### config.mk
export PLATFORM = sky130hd
export DESIGN_NAME = tcam_lpm_updater
export DESIGN_NICKNAME = d
export VERILOG_FILES = /design/src/rtl/tcam_lpm_pkg.sv /design/src/rtl/tcam_prio.sv /design/src/rtl/tcam_store.sv /design/src/rtl/tcam_upd_ctrl.sv /design/src/rtl/tcam_lpm_updater.sv
export SDC_FILE = /design/constraint.sdc
export NUM_CORES = 2
export LEC_CHECK = 0
export ABC_AREA = 1
export BUFFER_PORTS_ARGS = -buffer_cell sky130_fd_sc_hd__buf_2
export CORE_MARGIN = 5
export CORE_UTILIZATION = 50
export CTS_BUF_LIST = sky130_fd_sc_hd__clkbuf_8
export DETAILED_ROUTE_END_ITERATION = 10
export GPL_ROUTABILITY_DRIVEN = 1
export GPL_TIMING_DRIVEN = 1
export MAX_ROUTING_LAYER = met4
export PLACE_DENSITY = 0.65
export SLEW_MARGIN = 20
export SYNTH_ARGS = -nofsm -noshare
export SYNTH_HDL_FRONTEND = slang
export SYNTH_SLANG_ARGS = --single-unit
### constraint.sdc
create_clock -name clk -period 9.4 [get_ports clk]
set_input_delay 1.88 -clock clk [delete_from_list [all_inputs] [get_ports clk]]
set_output_delay 1.88 -clock clk [all_outputs]
set_load 0.02 [all_outputs]
### src/rtl/tcam_lpm_pkg.sv
package tcam_lpm_pkg;

    typedef enum logic [1:0] {
        OP_LOOKUP = 2'b00,
        OP_INSERT = 2'b01,
        OP_DELETE = 2'b10,
        OP_NONE   = 2'b11
    } tcam_op_e;

    typedef enum logic [1:0] {
        UPD_IDLE  = 2'b00,
        UPD_STEP  = 2'b01,
        UPD_WRITE = 2'b10
    } upd_state_e;

    // bits needed for a pointer that ranges over 0..depth inclusive
    function automatic int unsigned ptr_width(input int unsigned depth);
        return $clog2(depth + 1);
    endfunction

    // stored entry width: valid + value + care + tag
    function automatic int unsigned entry_width(input int unsigned key_w,
                                                input int unsigned tag_w);
        return 1 + 2 * key_w + tag_w;
    endfunction

endpackage

### src/rtl/tcam_prio.sv
module tcam_prio #(
    parameter int N  = 32,
    parameter int AW = $clog2(N)
) (
    input  logic [N-1:0]  vec,
    output logic          any,
    output logic [AW-1:0] idx
);

    always_comb begin
        any = 1'b0;
        idx = '0;
        for (int i = N - 1; i >= 0; i--) begin
            if (vec[i]) begin
                any = 1'b1;
                idx = AW'(i);
            end
        end
    end

    // the encoder reports a set bit with nothing set below it
    always_comb begin
        if (any) begin
            AST_PRIO_LOWEST: assert (vec[idx] && ((vec & ((N'(1) << idx) - N'(1))) == '0));
        end else begin
            AST_PRIO_NONE: assert (vec == '0);
        end
    end

endmodule

### src/rtl/tcam_store.sv
module tcam_store
    import tcam_lpm_pkg::*;
#(
    parameter int KEY_W = 8,
    parameter int DEPTH = 32,
    parameter int TAG_W = 4,
    parameter int AW    = $clog2(DEPTH),
    parameter int ENT_W = entry_width(KEY_W, TAG_W)
) (
    input  logic              clk,
    input  logic              rst,
    input  logic              wr_en,
    input  logic [AW-1:0]     wr_addr,
    input  logic [ENT_W-1:0]  wr_data,
    input  logic              clr_en,
    input  logic [AW-1:0]     clr_addr,
    input  logic [AW-1:0]     rd_addr,
    output logic [ENT_W-1:0]  rd_data,
    input  logic [KEY_W-1:0]  srch_key,
    output logic [DEPTH-1:0]  hit_vec,
    input  logic [AW-1:0]     tag_addr,
    output logic [TAG_W-1:0]  tag_out
);

    typedef struct packed {
        logic             valid;
        logic [KEY_W-1:0] val;
        logic [KEY_W-1:0] care;
        logic [TAG_W-1:0] tag;
    } slot_t;

    slot_t slots_q [DEPTH];

    always_ff @(posedge clk) begin
        if (rst) begin
            for (int i = 0; i < DEPTH; i++) slots_q[i] <= '0;
        end else begin
            if (wr_en) slots_q[wr_addr] <= slot_t'(wr_data);
            if (clr_en) slots_q[clr_addr].valid <= 1'b0;
        end
    end

    assign rd_data = slots_q[rd_addr];
    assign tag_out = slots_q[tag_addr].tag;

    for (genvar g = 0; g < DEPTH; g++) begin : g_match
        assign hit_vec[g] = slots_q[g].valid &&
                            (((srch_key ^ slots_q[g].val) & slots_q[g].care) == '0);
    end

    // a delete can never coincide with a relocation or insert write
    AST_WR_CLR_EXCL: assert property (@(posedge clk) disable iff (rst)
        !(wr_en && clr_en));

endmodule

### src/rtl/tcam_upd_ctrl.sv
module tcam_upd_ctrl
    import tcam_lpm_pkg::*;
#(
    parameter int KEY_W = 8,
    parameter int DEPTH = 32,
    parameter int TAG_W = 4,
    parameter int AW    = $clog2(DEPTH),
    parameter int LEN_W = $clog2(KEY_W + 1),
    parameter int ENT_W = entry_width(KEY_W, TAG_W)
) (
    input  logic              clk,
    input  logic              rst,
    input  logic              ins_req,
    input  logic [KEY_W-1:0]  ins_key,
    input  logic [LEN_W-1:0]  ins_len,
    input  logic [TAG_W-1:0]  ins_tag,
    output logic              busy,
    output logic              done,
    output logic              full_err,
    output logic [AW-1:0]     rd_addr,
    output logic              wr_en,
    output logic              wr_move,
    output logic [AW-1:0]     wr_addr,
    output logic [ENT_W-1:0]  new_ent
);

    localparam int PW = ptr_width(DEPTH);
    localparam logic [LEN_W-1:0] MAX_LEN = LEN_W'(KEY_W);

    typedef struct packed {
        logic             valid;
        logic [KEY_W-1:0] val;
        logic [KEY_W-1:0] care;
        logic [TAG_W-1:0] tag;
    } slot_t;

    upd_state_e       st_q;
    logic [LEN_W-1:0] cur_q;
    logic [LEN_W-1:0] tgt_q;
    slot_t            new_q;
    logic             done_q;
    logic             err_q;
    // group for length L occupies [start_q[L], end_q[L])
    logic [PW-1:0]    start_q [KEY_W+1];
    logic [PW-1:0]    end_q   [KEY_W+1];

    logic [LEN_W-1:0] len_sat;
    logic [KEY_W-1:0] len_mask;
    logic             table_full;
    logic             grp_nonempty;

    assign len_sat    = (ins_len > MAX_LEN) ? MAX_LEN : ins_len;
    assign len_mask   = ~({KEY_W{1'b1}} >> len_sat);
    assign table_full = (end_q[0] == PW'(DEPTH));
    assign grp_nonempty = (start_q[cur_q] != end_q[cur_q]);

    always_ff @(posedge clk) begin
        if (rst) begin
            st_q   <= UPD_IDLE;
            cur_q  <= '0;
            tgt_q  <= '0;
            new_q  <= '0;
            done_q <= 1'b0;
            err_q  <= 1'b0;
            for (int l = 0; l <= KEY_W; l++) begin
                start_q[l] <= '0;
                end_q[l]   <= '0;
            end
        end else begin
            done_q <= 1'b0;
            err_q  <= 1'b0;
            unique case (st_q)
                UPD_IDLE: begin
                    if (ins_req) begin
                        if (table_full) begin
                            err_q <= 1'b1;
                        end else begin
                            tgt_q      <= len_sat;
                            cur_q      <= '0;
                            new_q.valid <= 1'b1;
                            new_q.val  <= ins_key & len_mask;
                            new_q.care <= len_mask;
                            new_q.tag  <= ins_tag;
                            st_q       <= (len_sat == '0) ? UPD_WRITE : UPD_STEP;
                        end
                    end
                end
                UPD_STEP: begin
                    // the group slides one slot toward the free space
                    start_q[cur_q] <= start_q[cur_q] + PW'(1);
                    end_q[cur_q]   <= end_q[cur_q] + PW'(1);
                    if (cur_q == tgt_q - LEN_W'(1)) st_q <= UPD_WRITE;
                    else                            cur_q <= cur_q + LEN_W'(1);
                end
                UPD_WRITE: begin
                    end_q[tgt_q] <= end_q[tgt_q] + PW'(1);
                    done_q       <= 1'b1;
                    st_q         <= UPD_IDLE;
                end
                default: st_q <= UPD_IDLE;
            endcase
        end
    end

    assign busy     = (st_q != UPD_IDLE);
    assign done     = done_q;
    assign full_err = err_q;
    assign rd_addr  = start_q[cur_q][AW-1:0];
    assign wr_move  = (st_q == UPD_STEP);
    assign wr_en    = (wr_move && grp_nonempty) || (st_q == UPD_WRITE);
    assign wr_addr  = (st_q == UPD_WRITE) ? end_q[tgt_q][AW-1:0]
                                          : end_q[cur_q][AW-1:0];
    assign new_ent  = new_q;

    // adjacent groups abut whenever no insert is in flight
    for (genvar g = 1; g <= KEY_W; g++) begin : g_chain
        AST_GROUP_CHAIN: assert property (@(posedge clk) disable iff (rst)
            (st_q == UPD_IDLE) |-> (end_q[g] == start_q[g-1]));
    end

    AST_LONGEST_AT_ZERO: assert property (@(posedge clk) disable iff (rst)
        start_q[KEY_W] == '0);

    AST_STEP_BELOW_TARGET: assert property (@(posedge clk) disable iff (rst)
        (st_q == UPD_STEP) |-> (cur_q < tgt_q));

    AST_DONE_AFTER_WRITE: assert property (@(posedge clk) disable iff (rst)
        done_q |-> (st_q == UPD_IDLE) && $past(st_q == UPD_WRITE));

    AST_NO_OVERFILL: assert property (@(posedge clk) disable iff (rst)
        end_q[0] <= PW'(DEPTH));

    AST_FULL_NO_CHANGE: assert property (@(posedge clk) disable iff (rst)
        err_q |-> (st_q == UPD_IDLE) && $stable(end_q[0]) && (end_q[0] == PW'(DEPTH)));

endmodule

### src/rtl/tcam_lpm_updater.sv
module tcam_lpm_updater
    import tcam_lpm_pkg::*;
#(
    parameter int KEY_W = 8,
    parameter int DEPTH = 32,
    parameter int TAG_W = 4
) (
    input  logic                       clk,
    input  logic                       rst,
    input  logic                       cmd_valid,
    input  logic [1:0]                 cmd_op,
    input  logic [KEY_W-1:0]           cmd_key,
    input  logic [$clog2(KEY_W+1)-1:0] cmd_len,
    input  logic [TAG_W-1:0]           cmd_tag,
    output logic                       busy,
    output logic                       res_valid,
    output logic                       res_hit,
    output logic [TAG_W-1:0]           res_tag,
    output logic                       ins_done,
    output logic                       ins_full_err
);

    localparam int AW    = $clog2(DEPTH);
    localparam int LEN_W = $clog2(KEY_W + 1);
    localparam int ENT_W = entry_width(KEY_W, TAG_W);

    tcam_op_e         op;
    logic             accept;
    logic             ins_req;
    logic             srch_req;
    logic [DEPTH-1:0] hit_vec;
    logic             hit_any;
    logic [AW-1:0]    hit_idx;
    logic [TAG_W-1:0] hit_tag;
    logic [AW-1:0]    rd_addr;
    logic [ENT_W-1:0] rd_data;
    logic             wr_en;
    logic             wr_move;
    logic [AW-1:0]    wr_addr;
    logic [ENT_W-1:0] new_ent;
    logic [ENT_W-1:0] wr_data;
    logic             clr_en;
    logic             busy_w;

    logic             res_valid_q;
    logic             res_hit_q;
    logic [TAG_W-1:0] res_tag_q;

    assign op       = tcam_op_e'(cmd_op);
    assign accept   = cmd_valid && !busy_w;
    assign ins_req  = accept && (op == OP_INSERT);
    assign srch_req = accept && ((op == OP_LOOKUP) || (op == OP_DELETE));
    assign clr_en   = accept && (op == OP_DELETE) && hit_any;
    assign wr_data  = wr_move ? rd_data : new_ent;

    tcam_store #(
        .KEY_W (KEY_W),
        .DEPTH (DEPTH),
        .TAG_W (TAG_W)
    ) u_store (
        .clk      (clk),
        .rst      (rst),
        .wr_en    (wr_en),
        .wr_addr  (wr_addr),
        .wr_data  (wr_data),
        .clr_en   (clr_en),
        .clr_addr (hit_idx),
        .rd_addr  (rd_addr),
        .rd_data  (rd_data),
        .srch_key (cmd_key),
        .hit_vec  (hit_vec),
        .tag_addr (hit_idx),
        .tag_out  (hit_tag)
    );

    tcam_prio #(
        .N (DEPTH)
    ) u_prio (
        .vec (hit_vec),
        .any (hit_any),
        .idx (hit_idx)
    );

    tcam_upd_ctrl #(
        .KEY_W (KEY_W),
        .DEPTH (DEPTH),
        .TAG_W (TAG_W)
    ) u_ctrl (
        .clk      (clk),
        .rst      (rst),
        .ins_req  (ins_req),
        .ins_key  (cmd_key),
        .ins_len  (cmd_len),
        .ins_tag  (cmd_tag),
        .busy     (busy_w),
        .done     (ins_done),
        .full_err (ins_full_err),
        .rd_addr  (rd_addr),
        .wr_en    (wr_en),
        .wr_move  (wr_move),
        .wr_addr  (wr_addr),
        .new_ent  (new_ent)
    );

    always_ff @(posedge clk) begin
        if (rst) begin
            res_valid_q <= 1'b0;
            res_hit_q   <= 1'b0;
            res_tag_q   <= '0;
        end else begin
            res_valid_q <= srch_req;
            res_hit_q   <= srch_req && hit_any;
            res_tag_q   <= (srch_req && hit_any) ? hit_tag : '0;
        end
    end

    assign busy      = busy_w;
    assign res_valid = res_valid_q;
    assign res_hit   = res_hit_q;
    assign res_tag   = res_tag_q;

    AST_RESP_NEEDS_ACCEPT: assert property (@(posedge clk) disable iff (rst)
        res_valid_q |-> $past(cmd_valid && !busy_w));

    AST_MISS_TAG_ZERO: assert property (@(posedge clk) disable iff (rst)
        (res_valid_q && !res_hit_q) |-> (res_tag_q == '0));

    AST_DONE_ERR_EXCL: assert property (@(posedge clk) disable iff (rst)
        !(ins_done && ins_full_err));

    AST_ERR_NOT_BUSY: assert property (@(posedge clk) disable iff (rst)
        ins_full_err |-> !busy_w);

endmodule

## Word level (Yosys, flattened, before mapping)

Memories as Yosys holds them, arrays and structs flattened. A register that Yosys moved wholly into a read port is not among the register bits.
Index checks and enable logic that the tools add are counted.

- Bits in read-only memories: 0
- Latch bits: 0
- Bits in registers: 35
- RAM bits: 780
- Word-level logic and storage cells: 303
- Memories kept: 3

- Reductions and logical operators: 89
- Mux-type cells: 112
- Multipliers: 0
- Equal/unequal tests: 11
- Divide/modulo/power cells: 0
- Bitwise logic cells: 70
- $lt $le $gt $ge: 1
- Add/subtract/negate cells: 5
- Shift-type cells: 1

Memory list:

| memory | depth | width | rd ports | clocked after memory_dff | wr ports | line | text |
|---|---|---|---|---|---|---|---|
| u_store.slots_q | 32 | 21 | 34 | 1 | 32 | tcam_store.sv:32 | `slot_t slots_q [DEPTH];` |
| u_ctrl.end_q | 9 | 6 | 3 | 2 | 9 | tcam_upd_ctrl.sv:45 | `logic [PW-1:0] end_q [KEY_W+1];` |
| u_ctrl.start_q | 9 | 6 | 1 | 1 | 9 | tcam_upd_ctrl.sv:44 | `logic [PW-1:0] start_q [KEY_W+1];` |

Operators with widths:

| cell | count |
|---|---|
| 8-bit AND | 33 |
| 8-bit zero test | 32 |
| 8-bit XOR | 32 |
| 5-bit two-way mux | 35 |
| 21-bit two-way mux | 3 |
| 4-bit two-way mux | 13 |
| 1-bit two-way mux | 51 |
| 21-bit OR reduction | 2 |
| 1-bit logical AND | 39 |
| 6-bit by 1-bit adder with 6-bit output (second input constant) | 3 |
| 6-bit two-way mux | 3 |
| 6-bit OR reduction | 3 |
| 2-bit two-way mux | 5 |
| 2-bit != test (second input constant) | 4 |
| 8-bit NOT | 1 |
| 4-bit case mux with 2 select lines | 1 |
| 8-bit by 4-bit >> shifter with 8-bit output (first input constant) | 1 |
| 6-bit equality test (second input constant) | 1 |
| 6-bit != test | 1 |
| 3-bit AND reduction | 2 |
| 4-bit by 1-bit adder with 4-bit output (second input constant) | 1 |
| 2-bit by 1-bit equality test with 1-bit output (second input constant) | 2 |
| 2-bit equality test (second input constant) | 2 |
| 4-bit equality test | 1 |
| 12 further kinds | 18 |

## Longest topological paths before layout

An unclocked memory read counts as a cell.

- Depth in word-level cells: 43
- Mapped depth: 49
- Depth with buffers taken out: 47

## Cells and area by module

Synthesis repeated with hierarchy kept, for this count alone.

- Cells, all modules: 5,953
- Area total of the unflattened synthesis: 48,605.4 um2

Modules (own cells, without submodules):

| module | area each (um2) | cells an instance | instances |
|---|---|---|---|
| tcam_store | 36,024.6 | 4,412 | 1 |
| tcam_upd_ctrl | 11,654.9 | 1,341 | 1 |
| tcam_lpm_updater | 483.0 | 93 | 1 |
| tcam_prio | 442.9 | 107 | 1 |

## Worst setup path after synthesis

No wires, ideal clock.

- Path type: input -> register
- Start: input cmd_key[1]
- End: memory u_store.slots_q[12][0] (netlist bit) (enable)
- Data required time: 9,023 ps
- Path slack: 3,631 ps
- Data arrival time: 5,392 ps
- Library setup time: 377 ps
- Path buffers: 6
- Stages on the path: 22
- Cells stage by stage: buf_2 buf_4 buf_6 buf_6 buf_2 xor2_1 a2111oi_0 o211ai_1 nand2_1 nor2_1 nand2_1 nor2_1 nand2_1 nand2_1 nor2_2 inv_2 o21ai_2 inv_2 nor2_2 nand3_1 buf_2 nand2_1

RTL lines:

| what | line | text |
|---|---|---|
| from (decl) | tcam_lpm_updater.sv:12 | `input logic [KEY_W-1:0] cmd_key,` |
| to (decl) | tcam_store.sv:32 |  |

==> impl_metrics.csv <==
group,metric,value,unit
power,p_per_area,194,mW/mm^2
setup_path,crit_family,"simple AND/OR/NAND/NOR gates",
cts,clk_pin_slew,60,ps
drt,drt_iter0_markers,7325,
cts,cts_hold_buf,0,
floorplanning,start_util,50.3,%
finish,multi_input_area,0.0180,mm^2
sta,worstMarginPinSlew,1130,ps
setup_path,worstReg2RegStart,"u_store.slots_q[6][18]",
placement,port_buffers,29,
sta,fin_crit,7880,ps
setup_path,cpMaxStageDelayCell,"a2111oi_0",
setup_path,crit_path_frequent_cell,"nand2_1",
placement,place_congestion,1.05,
cts,clk_latency,870,ps
flow_run,maxCapViolCount,0,
setup_path,start_kind,"input pin",
drt,drt-wirelength-per-cell,26.7,um
setup_path,r2r-end,"u_store.slots_q[0][13]",
sta,slew_headroom,22.8,%
finish,synthToLayoutAreaGrowth,8.67,%
synth,ys_top_cells_by_area,"edfxtp_1, nor2_1, nand2_1",
sta,rsz0062_at_grt,"no",
power,power,10100,uW
cts,cts-buffers-inserted,156,
synth,async_reset_ff_share,0,%
setup_path,path_max_fanout,25,
sta,fin_crit_sh,83.8,%
synth,ys.flop_type,"edfxtp_1",
finish,nets,5380,
placement,hpwl,123000,um
sta,setup_viol,0,
synth,yosysTopAreaCellShare,54.3,%
power,ir_worst_vdd,0.137,mV
cts,cts_tree,"yes",
setup_path,reg2reg_depth,22,
hold_path,min_path_cells,2,
setup_path,crit_chain,"buf_2 -> buf_4 -> xor2_1 -> a2111oi_0 -> o211ai_1 -> nand2_1 -> nor2_1 -> nand2_1 -> nor2_1 -> nand2_1 -> nand2_1 -> nor2_2 -> inv_2 -> o211ai_1 -> o21ai_1 -> inv_1 -> nand2_1 -> nor2_2 -> nand3_1 -> buf_4 -> nand2_1",
synth,synth_edf_count,864,
finish,drive_gt1_share,8.26,%
floorplanning,std_cell_rows,113,
sta,fin_tns_setup,0,ps
synth,yosysTopAreaCell,"edfxtp_1",
hold_path,worstHoldPathType,"flip-flop to flip-flop",
synth,synth.most_common_cell,"nor2_1",
finish,seqCellArea,0.0269,mm^2
grt,grt_pass1_wl,260000,um
hold_path,min_to,"u_ctrl.new_ent[7]",
synth,synth.avg_cell_area,8.76,um^2
cts,cts_resized,0,
grt,grt_max_degree,162,
sta,slew_viol_final,0,
drt,num_vias,42400,
cts,cts_max_path_buffers,3,
synth,syn_area,0.0478,mm^2
synth,synth_seq_area_share,56.3,%
status,status,"completed",
floorplanning,die_w,319,um
synth,syn_nets,5481,
power,p_leak,0.0190,uW
sta,fmax,127,MHz
cts,cts_sinks,910,
grt,grt-ovfl-total,0,
setup_path,path_buf_inv,5,
setup_path,end_kind,"flip-flop",
synth,synth_cells,5453,
hold_path,worstHoldStart,"u_ctrl.new_ent[7]",
grt,track_usage,35.2,%
sta,hold_violations,0,
floorplanning,die_y,319,um
setup_path,max_stage_delay,740,ps
drt,viasPerCell,6.29,
grt,grt_pass1_vias,38500,
cts,htree_levels,4,
floorplanning,die_area,0.102,mm^2
drt,route.detailed.drc,0,
drt,dr.pass1.iters,8,
finish,n_fill_cell,8504,
drt,drtAntennaViolNets,0,
floorplanning,core_area,0.0949,mm^2
cts,cts_root_buffer,"clkbuf_8",
grt,grt_antenna_before_repair,6,
setup_path,path_class,"input pin to flip-flop",
synth,netlist_top_cells_count,"nor2_1, nand2_1, edfxtp_1",
cts,cts_setup_buffers,0,
synth,ys_types,52,
synth,synth_warnings,0,
synth,yosys_register_bits,910,
setup_path,worst_ep_required_time,9870,ps
setup_path,r2r_slack,2890,ps
drt,wl,180000,um
sta,finClkSkew,43.4,ps
setup_path,worst-endpoint-arrival,8340,ps
floorplanning,ios,30,
[where the power goes]
part           total, uW  internal [uW]  switching [uW]
clock               3480           1770            1710
combinational       1910            417            1500
sequential          4680           4580             103
total              10100           6770            3310
[metal layers]
metal  share of wire [%]  vias to the layer above  track usage, %
met5                   0                        -               -
met3                  14                      591            8.69
met1                  38                    20100            48.3
li1                    -                    18600               -
met2                  41                     3151            48.5
met4                 6.4                        0            18.8
[cells in the final DEF (no fill, tap or decap), types with 10 or more instances in the layout]
master	n
nor3_1	35
nand3b_1	31
clkinv_2	21
buf_2	29
a32o_1	23
or2_2	33
nand2_1	935
buf_4	130
clkinv_1	44
dfxtp_1	44
o21ai_0	452
edfxtp_1	864
o22ai_1	20
a221oi_1	10
inv_1	381
mux2i_1	30
nor2_1	1040
o211ai_1	109
nor4_1	20
o221ai_1	34
xor2_1	37
nand3_1	442
o21ai_4	12
a21oi_1	333
clkbuf_8	162
a31oi_1	16
nand4_1	40
o2111ai_1	16
[cell families after synthesis]
| kind of cell | synth area share, % |
|---|---|
| buf+inv | 6.55 |
| mux | 0.629 |
| xor+xnor | 0.844 |
| fa+ha+maj | 0.183 |
| simple gates | 22.7 |
| flops | 56.3 |
| compound gates | 12.9 |
[layout make-up]
| class | instances | area share [%] |
|---|---|---|
| Sequential cell | 910 | 51.8 |
| Multi-Input combinational cell | 3763 | 34.6 |
| Clock buffer | 162 | 4.30 |
| Tap cell | 1265 | 3.05 |
| Inverter | 358 | 2.61 |
| Timing Repair Buffer | 163 | 2.31 |
| Clock inverter | 117 | 1.33 |
| Antenna cell | 4 | 0.0193 |
[metrics by stage]
step | hold WS (ps) | setup WS, ps | instance area [um^2] | utilization [%] | instances
2_1_floorplan | 436 | 3630 | 47800 | - | 5453
3_3_place_gp | 450 | 885 | 49000 | 51.6 | 6459
3_5_place_dp | 461 | 909 | 49000 | 51.6 | 6459
4_1_cts | 470 | 1800 | 51900 | 54.7 | 6738
5_1_grt | 481 | 1530 | 51900 | 54.7 | 6742
6_report | 473 | 1520 | 51900 | 54.7 | 6742
[flip-flops by register name (all words and copies together), names as in the netlist, named ones only]
register / flops
res_hit: 1
res_tag: 4
res_valid: 1
u_ctrl.cur_q: 4
u_ctrl.done: 1
u_ctrl.end_q: 96
u_ctrl.full_err: 1
u_ctrl.new_ent: 21
u_ctrl.st_q: 2
u_ctrl.start_q: 96
u_ctrl.tgt_q: 3
u_store.slots_q: 672
[worst reg2reg max path: stages, from the launching register on]
cell       delay, ps
edfxtp_1         400
inv_1            140
nand2_1          130
nand3_1           90
o2111ai_1        110
a2111oi_0        650
o211ai_1         540
nand2_1          210
nor2_1            90
nand2_1          140
nor2_1            60
nand2_1           60
nand2_1           90
nor2_2           520
inv_2            420
o211ai_1         430
o21ai_1          230
inv_1            120
nand2_1          120
nor2_2           470
nand3_1          150
buf_4            260
nand2_1          670
[worst max-delay path by stage]
stage	startpoint	end	slack, ps	depth (start not counted)
final	cmd_key[1]	u_store.slots_q[0][13]	1520	21
after global routing	cmd_key[1]	u_store.slots_q[3][10]	1530	21
after CTS	cmd_key[1]	u_store.slots_q[2][16]	1800	21
after detailed placement	cmd_key[1]	u_store.slots_q[2][10]	910	21
after global placement	cmd_key[1]	u_store.slots_q[2][10]	880	21
after floorplan	cmd_key[1]	u_store.slots_q[12][0]	3630	22
No activity file was read; power rests on OpenSTA's default activity.
